`config.mk`:
```
export PLATFORM = sky130hd
export DESIGN_NAME = perf_counter_bank
export DESIGN_NICKNAME = d
export VERILOG_FILES = /design/src/rtl/pcb_pkg.sv /design/src/rtl/pcb_evt_sel.sv /design/src/rtl/pcb_counter.sv /design/src/rtl/pcb_regdec.sv /design/src/rtl/perf_counter_bank.sv
export SDC_FILE = /design/constraint.sdc
export NUM_CORES = 1
export LEC_CHECK = 0
export CORE_MARGIN = 5
export CORE_UTILIZATION = 45
export CTS_CLUSTER_DIAMETER = 80
export DETAILED_ROUTE_END_ITERATION = 16
export DONT_BUFFER_PORTS = 1
export PLACE_DENSITY_LB_ADDON = 0.25
export SLEW_MARGIN = 0
export SYNTH_ARGS = -nofsm -noshare
export SYNTH_HDL_FRONTEND = slang
export SYNTH_HIERARCHICAL = 1
export SYNTH_SLANG_ARGS = --single-unit
```
`constraint.sdc`:
```
create_clock -name clk -period 4.8 [get_ports clk]
set_clock_uncertainty 0.05 [all_clocks]
set_input_delay 0.24 -clock clk [delete_from_list [all_inputs] [get_ports clk]]
set_output_delay 0.24 -clock clk [all_outputs]
set_load 0.02 [all_outputs]
```
`src/rtl/pcb_pkg.sv`:
```
package pcb_pkg;

  localparam int ADDR_W     = 16;
  localparam int DATA_W     = 32;
  localparam int SEL_W      = 8;
  localparam int PAGE_LSB   = 12;

  localparam logic [11:0] OFS_SEL  = 12'h000;
  localparam logic [11:0] OFS_CNT  = 12'h004;
  localparam logic [11:0] OFS_EN   = 12'h008;
  localparam logic [11:0] OFS_OVF  = 12'h00C;
  localparam logic [ADDR_W-1:0] ADR_CTRL = 16'h0100;
  localparam logic [ADDR_W-1:0] ADR_IDENT = 16'h0FE8;

  typedef struct packed {
    logic sel_we;
    logic cnt_we;
    logic en_we;
    logic ovf_we;
  } cnt_wr_t;

  // Next count value and the wrap indication for one step.
  function automatic logic [DATA_W:0] count_step(input logic [DATA_W-1:0] cur,
                                                 input logic inc);
    logic [DATA_W:0] sum;
    sum = {1'b0, cur} + {{DATA_W{1'b0}}, inc};
    return sum;
  endfunction

  // Control register image: counter count in 15:11, global enable in bit 0.
  function automatic logic [DATA_W-1:0] ctrl_image(input logic [4:0] n_evt,
                                                   input logic gen_en);
    return {16'h0000, n_evt, 10'b0, gen_en};
  endfunction

  function automatic logic [DATA_W-1:0] ident_image(input logic [3:0] rev);
    return {24'h000000, rev, 4'h0};
  endfunction

endpackage

```
`src/rtl/pcb_evt_sel.sv`:
```
module pcb_evt_sel
  import pcb_pkg::*;
#(
  parameter int PORTS     = 8,
  parameter int CODES     = 32,
  parameter int EVT_CODES = 21
) (
  input  logic [PORTS*CODES-1:0] evt_lines,
  input  logic [SEL_W-1:0]       sel,
  output logic                   hit
);
  localparam int LINES  = PORTS * CODES;
  localparam int IDX_W  = $clog2(LINES);
  localparam int CODE_W = $clog2(CODES);

  logic [SEL_W-CODE_W-1:0] sel_port;
  logic [CODE_W-1:0]       sel_code;
  logic [IDX_W-1:0]        line_idx;
  logic                    code_ok;

  assign sel_port = sel[SEL_W-1:CODE_W];
  assign sel_code = sel[CODE_W-1:0];
  assign code_ok  = (int'(sel_code) < EVT_CODES);

  always_comb begin
    line_idx = IDX_W'(sel_port) * IDX_W'(CODES) + IDX_W'(sel_code);
    hit      = code_ok && evt_lines[line_idx];
  end

endmodule

```
`src/rtl/pcb_counter.sv`:
```
module pcb_counter
  import pcb_pkg::*;
(
  input  logic              clk,
  input  logic              rst_n,
  input  logic              gen_en,
  input  logic              evt_hit,
  input  cnt_wr_t           wr,
  input  logic [DATA_W-1:0] wdata,
  output logic [SEL_W-1:0]  sel_q,
  output logic [DATA_W-1:0] cnt_q,
  output logic              en_q,
  output logic              ovf_q
);
  logic              inc;
  logic [DATA_W:0]   step;
  logic              wrap;
  logic              ovf_clr;

  assign inc     = gen_en & en_q & evt_hit;
  assign step    = count_step(cnt_q, inc);
  assign wrap    = step[DATA_W] & ~wr.cnt_we;
  assign ovf_clr = wr.ovf_we & wdata[0];

  always_ff @(posedge clk) begin
    if (!rst_n) begin
      sel_q <= '0;
      cnt_q <= '0;
      en_q  <= 1'b0;
      ovf_q <= 1'b0;
    end else begin
      if (wr.sel_we) sel_q <= wdata[SEL_W-1:0];
      if (wr.en_we)  en_q  <= wdata[0];
      if (wr.cnt_we) cnt_q <= wdata;
      else           cnt_q <= step[DATA_W-1:0];
      if (wrap)         ovf_q <= 1'b1;
      else if (ovf_clr) ovf_q <= 1'b0;
    end
  end


  preload_chk: assert property (@(posedge clk) disable iff (!rst_n)
    wr.cnt_we |=> cnt_q == $past(wdata));


  step_chk: assert property (@(posedge clk) disable iff (!rst_n)
    (inc && !wr.cnt_we) |=> cnt_q == $past(cnt_q) + 32'd1);


  gated_chk: assert property (@(posedge clk) disable iff (!rst_n)
    (!gen_en && !wr.cnt_we) |=> $stable(cnt_q));


  wrap_chk: assert property (@(posedge clk) disable iff (!rst_n)
    wrap |=> (ovf_q && cnt_q == '0));


  w1c_chk: assert property (@(posedge clk) disable iff (!rst_n)
    (ovf_clr && !wrap) |=> !ovf_q);


  w0_keep_chk: assert property (@(posedge clk) disable iff (!rst_n)
    (ovf_q && !ovf_clr) |=> ovf_q);

endmodule

```
`src/rtl/pcb_regdec.sv`:
```
module pcb_regdec
  import pcb_pkg::*;
#(
  parameter int N_CNT = 5
) (
  input  logic              bus_wen,
  input  logic [ADDR_W-1:0] bus_addr,
  input  logic [DATA_W-1:0] ctrl_rd,
  input  logic [DATA_W-1:0] ident_rd,
  input  logic [SEL_W-1:0]  sel_rd [N_CNT],
  input  logic [DATA_W-1:0] cnt_rd [N_CNT],
  input  logic              en_rd  [N_CNT],
  input  logic              ovf_rd [N_CNT],
  output cnt_wr_t           cnt_wr [N_CNT],
  output logic              ctrl_we,
  output logic [DATA_W-1:0] bus_rdata
);
  logic [ADDR_W-PAGE_LSB-1:0] page;
  logic [PAGE_LSB-1:0]        ofs;

  assign page    = bus_addr[ADDR_W-1:PAGE_LSB];
  assign ofs     = bus_addr[PAGE_LSB-1:0];
  assign ctrl_we = bus_wen && (bus_addr == ADR_CTRL);

  for (genvar i = 0; i < N_CNT; i++) begin : g_wr
    logic hit_page;
    assign hit_page         = bus_wen && (int'(page) == i);
    assign cnt_wr[i].sel_we = hit_page && (ofs == OFS_SEL);
    assign cnt_wr[i].cnt_we = hit_page && (ofs == OFS_CNT);
    assign cnt_wr[i].en_we  = hit_page && (ofs == OFS_EN);
    assign cnt_wr[i].ovf_we = hit_page && (ofs == OFS_OVF);
  end

  always_comb begin
    bus_rdata = '0;
    if (bus_addr == ADR_CTRL) begin
      bus_rdata = ctrl_rd;
    end else if (bus_addr == ADR_IDENT) begin
      bus_rdata = ident_rd;
    end else begin
      for (int i = 0; i < N_CNT; i++) begin
        if (int'(page) == i) begin
          unique case (ofs)
            OFS_SEL: bus_rdata = {{(DATA_W-SEL_W){1'b0}}, sel_rd[i]};
            OFS_CNT: bus_rdata = cnt_rd[i];
            OFS_EN:  bus_rdata = {{(DATA_W-1){1'b0}}, en_rd[i]};
            OFS_OVF: bus_rdata = {{(DATA_W-1){1'b0}}, ovf_rd[i]};
            default: bus_rdata = '0;
          endcase
        end
      end
    end
  end

endmodule

```
`src/rtl/perf_counter_bank.sv`:
```
module perf_counter_bank
  import pcb_pkg::*;
#(
  parameter int NUM_EVT_CNT = 4,
  parameter int PORTS       = 8,
  parameter int CODES       = 32,
  parameter int EVT_CODES   = 21,
  parameter logic [3:0] REVISION = 4'h1
) (
  input  logic                     clk,
  input  logic                     rst_n,
  input  logic                     bus_wen,
  input  logic [15:0]              bus_addr,
  input  logic [31:0]              bus_wdata,
  output logic [31:0]              bus_rdata,
  input  logic [PORTS*CODES-1:0]   evt_lines,
  output logic [NUM_EVT_CNT:0]     irq_ovf
);
  localparam int N_CNT = NUM_EVT_CNT + 1;

  logic              gen_en;
  logic              ctrl_we;
  cnt_wr_t           cnt_wr [N_CNT];
  logic [SEL_W-1:0]  sel_q  [N_CNT];
  logic [DATA_W-1:0] cnt_q  [N_CNT];
  logic              en_q   [N_CNT];
  logic              ovf_q  [N_CNT];
  logic              hit    [N_CNT];

  always_ff @(posedge clk) begin
    if (!rst_n)       gen_en <= 1'b0;
    else if (ctrl_we) gen_en <= bus_wdata[0];
  end

  pcb_regdec #(.N_CNT(N_CNT)) u_regdec (
    .bus_wen   (bus_wen),
    .bus_addr  (bus_addr),
    .ctrl_rd   (ctrl_image(5'(NUM_EVT_CNT), gen_en)),
    .ident_rd  (ident_image(REVISION)),
    .sel_rd    (sel_q),
    .cnt_rd    (cnt_q),
    .en_rd     (en_q),
    .ovf_rd    (ovf_q),
    .cnt_wr    (cnt_wr),
    .ctrl_we   (ctrl_we),
    .bus_rdata (bus_rdata)
  );

  for (genvar i = 0; i < N_CNT; i++) begin : g_cnt
    if (i == 0) begin : g_cycle
      assign hit[i] = 1'b1;
    end else begin : g_event
      pcb_evt_sel #(.PORTS(PORTS), .CODES(CODES), .EVT_CODES(EVT_CODES)) u_sel (
        .evt_lines (evt_lines),
        .sel       (sel_q[i]),
        .hit       (hit[i])
      );
    end

    pcb_counter u_counter (
      .clk     (clk),
      .rst_n   (rst_n),
      .gen_en  (gen_en),
      .evt_hit (hit[i]),
      .wr      (cnt_wr[i]),
      .wdata   (bus_wdata),
      .sel_q   (sel_q[i]),
      .cnt_q   (cnt_q[i]),
      .en_q    (en_q[i]),
      .ovf_q   (ovf_q[i])
    );

    assign irq_ovf[i] = ovf_q[i];
  end


  irq_rise_chk: assert property (@(posedge clk) disable iff (!rst_n)
    $rose(irq_ovf[0]) |-> $past(gen_en));


  cycle_run_chk: assert property (@(posedge clk) disable iff (!rst_n)
    (gen_en && en_q[0] && !cnt_wr[0].cnt_we) |=> cnt_q[0] != $past(cnt_q[0]));

endmodule

```
==> metrics list <==
* Fraction of layout cells with a size suffix above 1: 17.05%
* Proportion of synthesized chip area in sequential cells: 18.53%
- The most used flip-flop cell after synthesis is dfxtp_1.
* Syn avg cell area: 9.238 um2
- Summing the areas of all fa, ha and maj instances in the mapped netlist gives 0.5488% of the synthesized area.
- Counting both buffers and inverters, the worst setup path holds a total of 1.
- The HPWL after detailed placement is 77520 um.
* Reported leakage power: 0.007487 uW
* Die area: 55270 um2
* Starting DRC count in detailed routing: 3583
* Via density: 7.469
- The worst path needs 4.624 ns of the cycle, external delays included.
- After synthesis, the share of flip-flops with an asynchronous set or reset is 0%.
- Net count reported at finish: 2797
- The worst setup path is of the reg -> reg kind.
- Fraction of the mapped netlist area in simple logic gates: 20.28%
- Final-report max-slew violation count: 0
- TritonCTS clock tree: yes
- Unrepaired setup endpoints after global routing: no
- Clock Tree Root: clkbuf_16
- The via count of the first global-routing pass was 21860.
* Initial core utilization: 45.44%
* Fraction of the core area covered by cells at the end of the flow: 49.84%
* Number of fill cells in the layout: 4749
- Global routing used 52.41% of the available met2 tracks.
* Status: finished, final reports clean
* Synthesized area: 22800 um2
* Chain of cells forming the critical path: buf_12, mux4_2, a22oi_1, a21oi_1, o21bai_1, a21oi_1, o221a_1, and3_1, ha_1, ha_1, nand4_4, or3_1, o31a_2, o311a_1
- Floorplan Core Area: 50170 um2
* Total clock sinks: 211
- The final number of hold-violating endpoints came to 0.
* Final cycle utilization of the critical path: 96.33%
- In this run the tool buffered the top-level ports with 0 buffer cells.
- Number of enable flip-flop cells after synthesis: 0
- Worst hold path cell count: 5
- Arrival time of data at the critical path endpoint: 5.01 ns
- After synthesis the netlist holds a flip-flop and latch count of 211.
* Clock insertion delay at the later pin of the skew report: 0.55 ns
* # DRC: 0
- Hold Path Class: in -> reg
* Number of cells on the worst reg-to-reg path: 14
- The number of antenna violations at the first check in global routing came to 5.
- First-pass detailed-route iteration total: 6
- Total detailed-routing wirelength: 102700 um
- Setup crit end kind: flip-flop
- After technology mapping, the gate count stands at 2468.
- Busiest layer in global routing: met2
* Pin count of the biggest net entering global routing: 222
- Top Ports: 344
- Clock-pin slew was measured on the worst setup and hold paths at 0.06 ns.
* Final GP Congestion: 1.015
- Post-route ant nets: 0
- Worst R2R End: g_cnt[3].u_counter/cnt_q[24]
- The clock passes through at most 3 buffers.
- Number of gates on the worst path with buffers counted: 14
- Crit path max-delay cell type: dfxtp_4
* Met1 layer usage reported by global route: 47.52%
* Floorplan die height: 235.1 um
- Number of endpoints failing setup at the final stage: 0
* Unique masters post-synth: 86
* Source of the worst hold timing path: bus_addr[3]
- DIE WIDTH: 235.1 um
* Yosys Warn Count: 6
- For this run, the slowest stage of the critical path takes 0.61 ns.
- Multiplexer share of the synthesized area: 31.91%
- In this run the critical register-to-register path is launched from g_cnt[3].u_counter/sel_q[0].
* Area delta synth->final: 9.675%
* Fin Setup TNS: 0 ns
- Overall global routing resource usage: 34.70%
* FP Rows: 82
- Power density cells: 169.7 nW/um2
* VDD IR max: 225.4 uV
* Number of buffers inserted during clock tree synthesis: 26
- Max Cap Viol: 0
- The critical path starts at g_cnt[3].u_counter/sel_q[0].
* R2R setup slack: 0.18 ns
* Level count of the clock H-tree: 1
- Combinational family with the most area after synthesis: multiplexers
- Global-route track usage on met3: 10.73%
* Worst slew margin: 20.94%
- Synth Area in XOR/XNOR: 2.113%
- Global-route wire length before repair: 149400 um
- In this run the worst path has a maximum fanout of 29.
- Fraction of the mapped netlist area in compound gates: 21.32%
- Peak Freq: 0.2163 GHz
* Via total after detailed routing: 23730
* Worst setup SP type: flip-flop
* Required arrival time at the worst endpoint: 5.19 ns
- Broken down by cell family, the worst path's largest delay share belongs to compound AO/OA/AOI/OAI gates.
- After global routing the overflow that remains totals 0.
- Worst-margin pin slew: 1.182 ns
- In the final routed layout, each cell accounts on average for 32.32 um.
* Hold Crit Endpoint: g_cnt[0].u_counter/ovf_q
[sequential cells by signal, indices dropped and copies added, names as in the netlist]
name and flops:
g_cnt.u_counter/sel_q 40, g_cnt.u_counter/ovf_q 5, gen_en 1, g_cnt.u_counter/en_q 5, g_cnt.u_counter/cnt_q 160
[worst max path at each step]
| stage | endpoint | slack [ns] |
|---|---|---|
| final | g_cnt[3].u_counter/cnt_q[24] | 0.18 |
| after global routing | g_cnt[4].u_counter/cnt_q[24] | 0.04 |
| after CTS | g_cnt[1].u_counter/cnt_q[24] | 0.19 |
| after detailed placement | g_cnt[1].u_counter/cnt_q[24] | 0.20 |
| after global placement | g_cnt[3].u_counter/cnt_q[24] | 0.23 |
| after floorplan | g_cnt[4].u_counter/cnt_q[24] | 0.63 |
[metal layers]
metal	wire length, um	part of all wire, %
met1	39560	39
met5	7	0.0068
met4	4829	4.7
met2	44710	44
met3	13550	13
[power breakdown]
part	switching, uW	internal, uW
combinational	233	223
clock	820	1220
sequential	0.0769	1750
[tightest hold or removal path, stage by stage]
cell      delay, ns
nand4_1        0.20
nor2_1         0.07
nand2_1        0.07
nand2_1        0.05
a21boi_0       0.13
[cells in the mapped netlist (all sizes together), types with 9 or more instances]
library cell	number	area share [%]
nor3	82	1.8
o211a	20	0.88
a221oi	17	0.65
o21ai	221	4.9
ha	10	0.55
buf	85	2.7
or4	51	1.8
dfxtp	211	19
nand4	68	2.3
nor4	40	1.3
a31oi	42	1.2
mux2i	191	8.4
o221ai	9	0.35
a211oi	37	1.2
o311a	23	1.0
nand2b	41	1.1
xor2	15	0.58
and3	30	0.82
o22ai	22	0.60
a311oi	14	0.54
o21a	19	0.63
inv	27	0.44
nor2	82	1.4
nand3	83	1.8
nor4b	13	0.55
a22oi	88	2.9
a21oi	112	2.5
nor2b	74	2.0
xnor2	40	1.5
mux4	235	23
or3	27	0.76
o31a	16	0.64
o31ai	28	0.92
and4	20	0.80
and2	20	0.55
nand2	130	2.1
clkbuf	121	2.0
[cells by family (layout without fill, tap and decap cells)]
group | count (synthesis) | after routing
adder cells (fa/ha/maj) | 10 | 10
XOR/XNOR | 55 | 55
multiplexers | 429 | 429
other | 2 | 70
flip-flops | 211 | 211
AND/OR/NAND/NOR | 789 | 789
buffers and inverters | 238 | 207
AO/OA/AOI/OAI | 734 | 734
[cells in the final DEF, fill, tap and decap left out, drive strengths merged, types with 23 or more instances in the layout]
cell type    synthesis  final
nor3                82     82
nand2b              41     41
nor4                40     40
clkbuf             121     43
dlygate4sd3          0     33
nand3               83     83
nor2                82     82
xnor2               40     40
a21oi              112    112
nand2              130    130
or4                 51     51
o21ai              221    221
o311a               23     23
a22oi               88     88
conb                 2     64
mux2i              191    191
mux4               235    235
inv                 27     28
dfxtp              211    211
o31ai               28     28
buf                 85     95
a211oi              37     37
and3                30     30
nor2b               74     74
a31oi               42     42
or3                 27     27
nand4               68     68
[repair_timing]
item                                    CTS  global route
resized for setup                         0             2
setup buffers                             0             3
endpoints found under the setup margin    0            17
hold buffers                             34             0
hold endpoints to repair                211             0
[metrics by stage]
stage | cell area, um2 | total power (uW) | instances | worst slack [ns] | hold slack, ns
after CTS | 24910 | 4249 | 3168 | 0.1942 | 0.1645
after global placement | 23680 | 2116 | 3087 | 0.2276 | 0.3389
after detailed placement | 23680 | 2119 | 3087 | 0.1962 | 0.3413
after global routing | 25000 | 4343 | 3173 | 0.04167 | 0.2328
final | 25010 | 4243 | 3177 | 0.1759 | 0.2112
after floorplan | 23030 | 2089 | 2530 | 0.6269 | 0.3182
[final cells by class]
cell class | instances | area, um2 | share of cell area (%)
clock inverter | 4 | 48.80 | 0.1951
tap | 672 | 840.8 | 3.363
inverter | 32 | 120.1 | 0.4804
antenna | 6 | 15.01 | 0.06005
sequential | 211 | 4245 | 16.98
timing repair buffer | 128 | 1246 | 4.984
multi-input combinational | 2081 | 17660 | 70.64
clock buffer | 43 | 825.8 | 3.302
No activity file was read; power rests on OpenSTA's default activity.
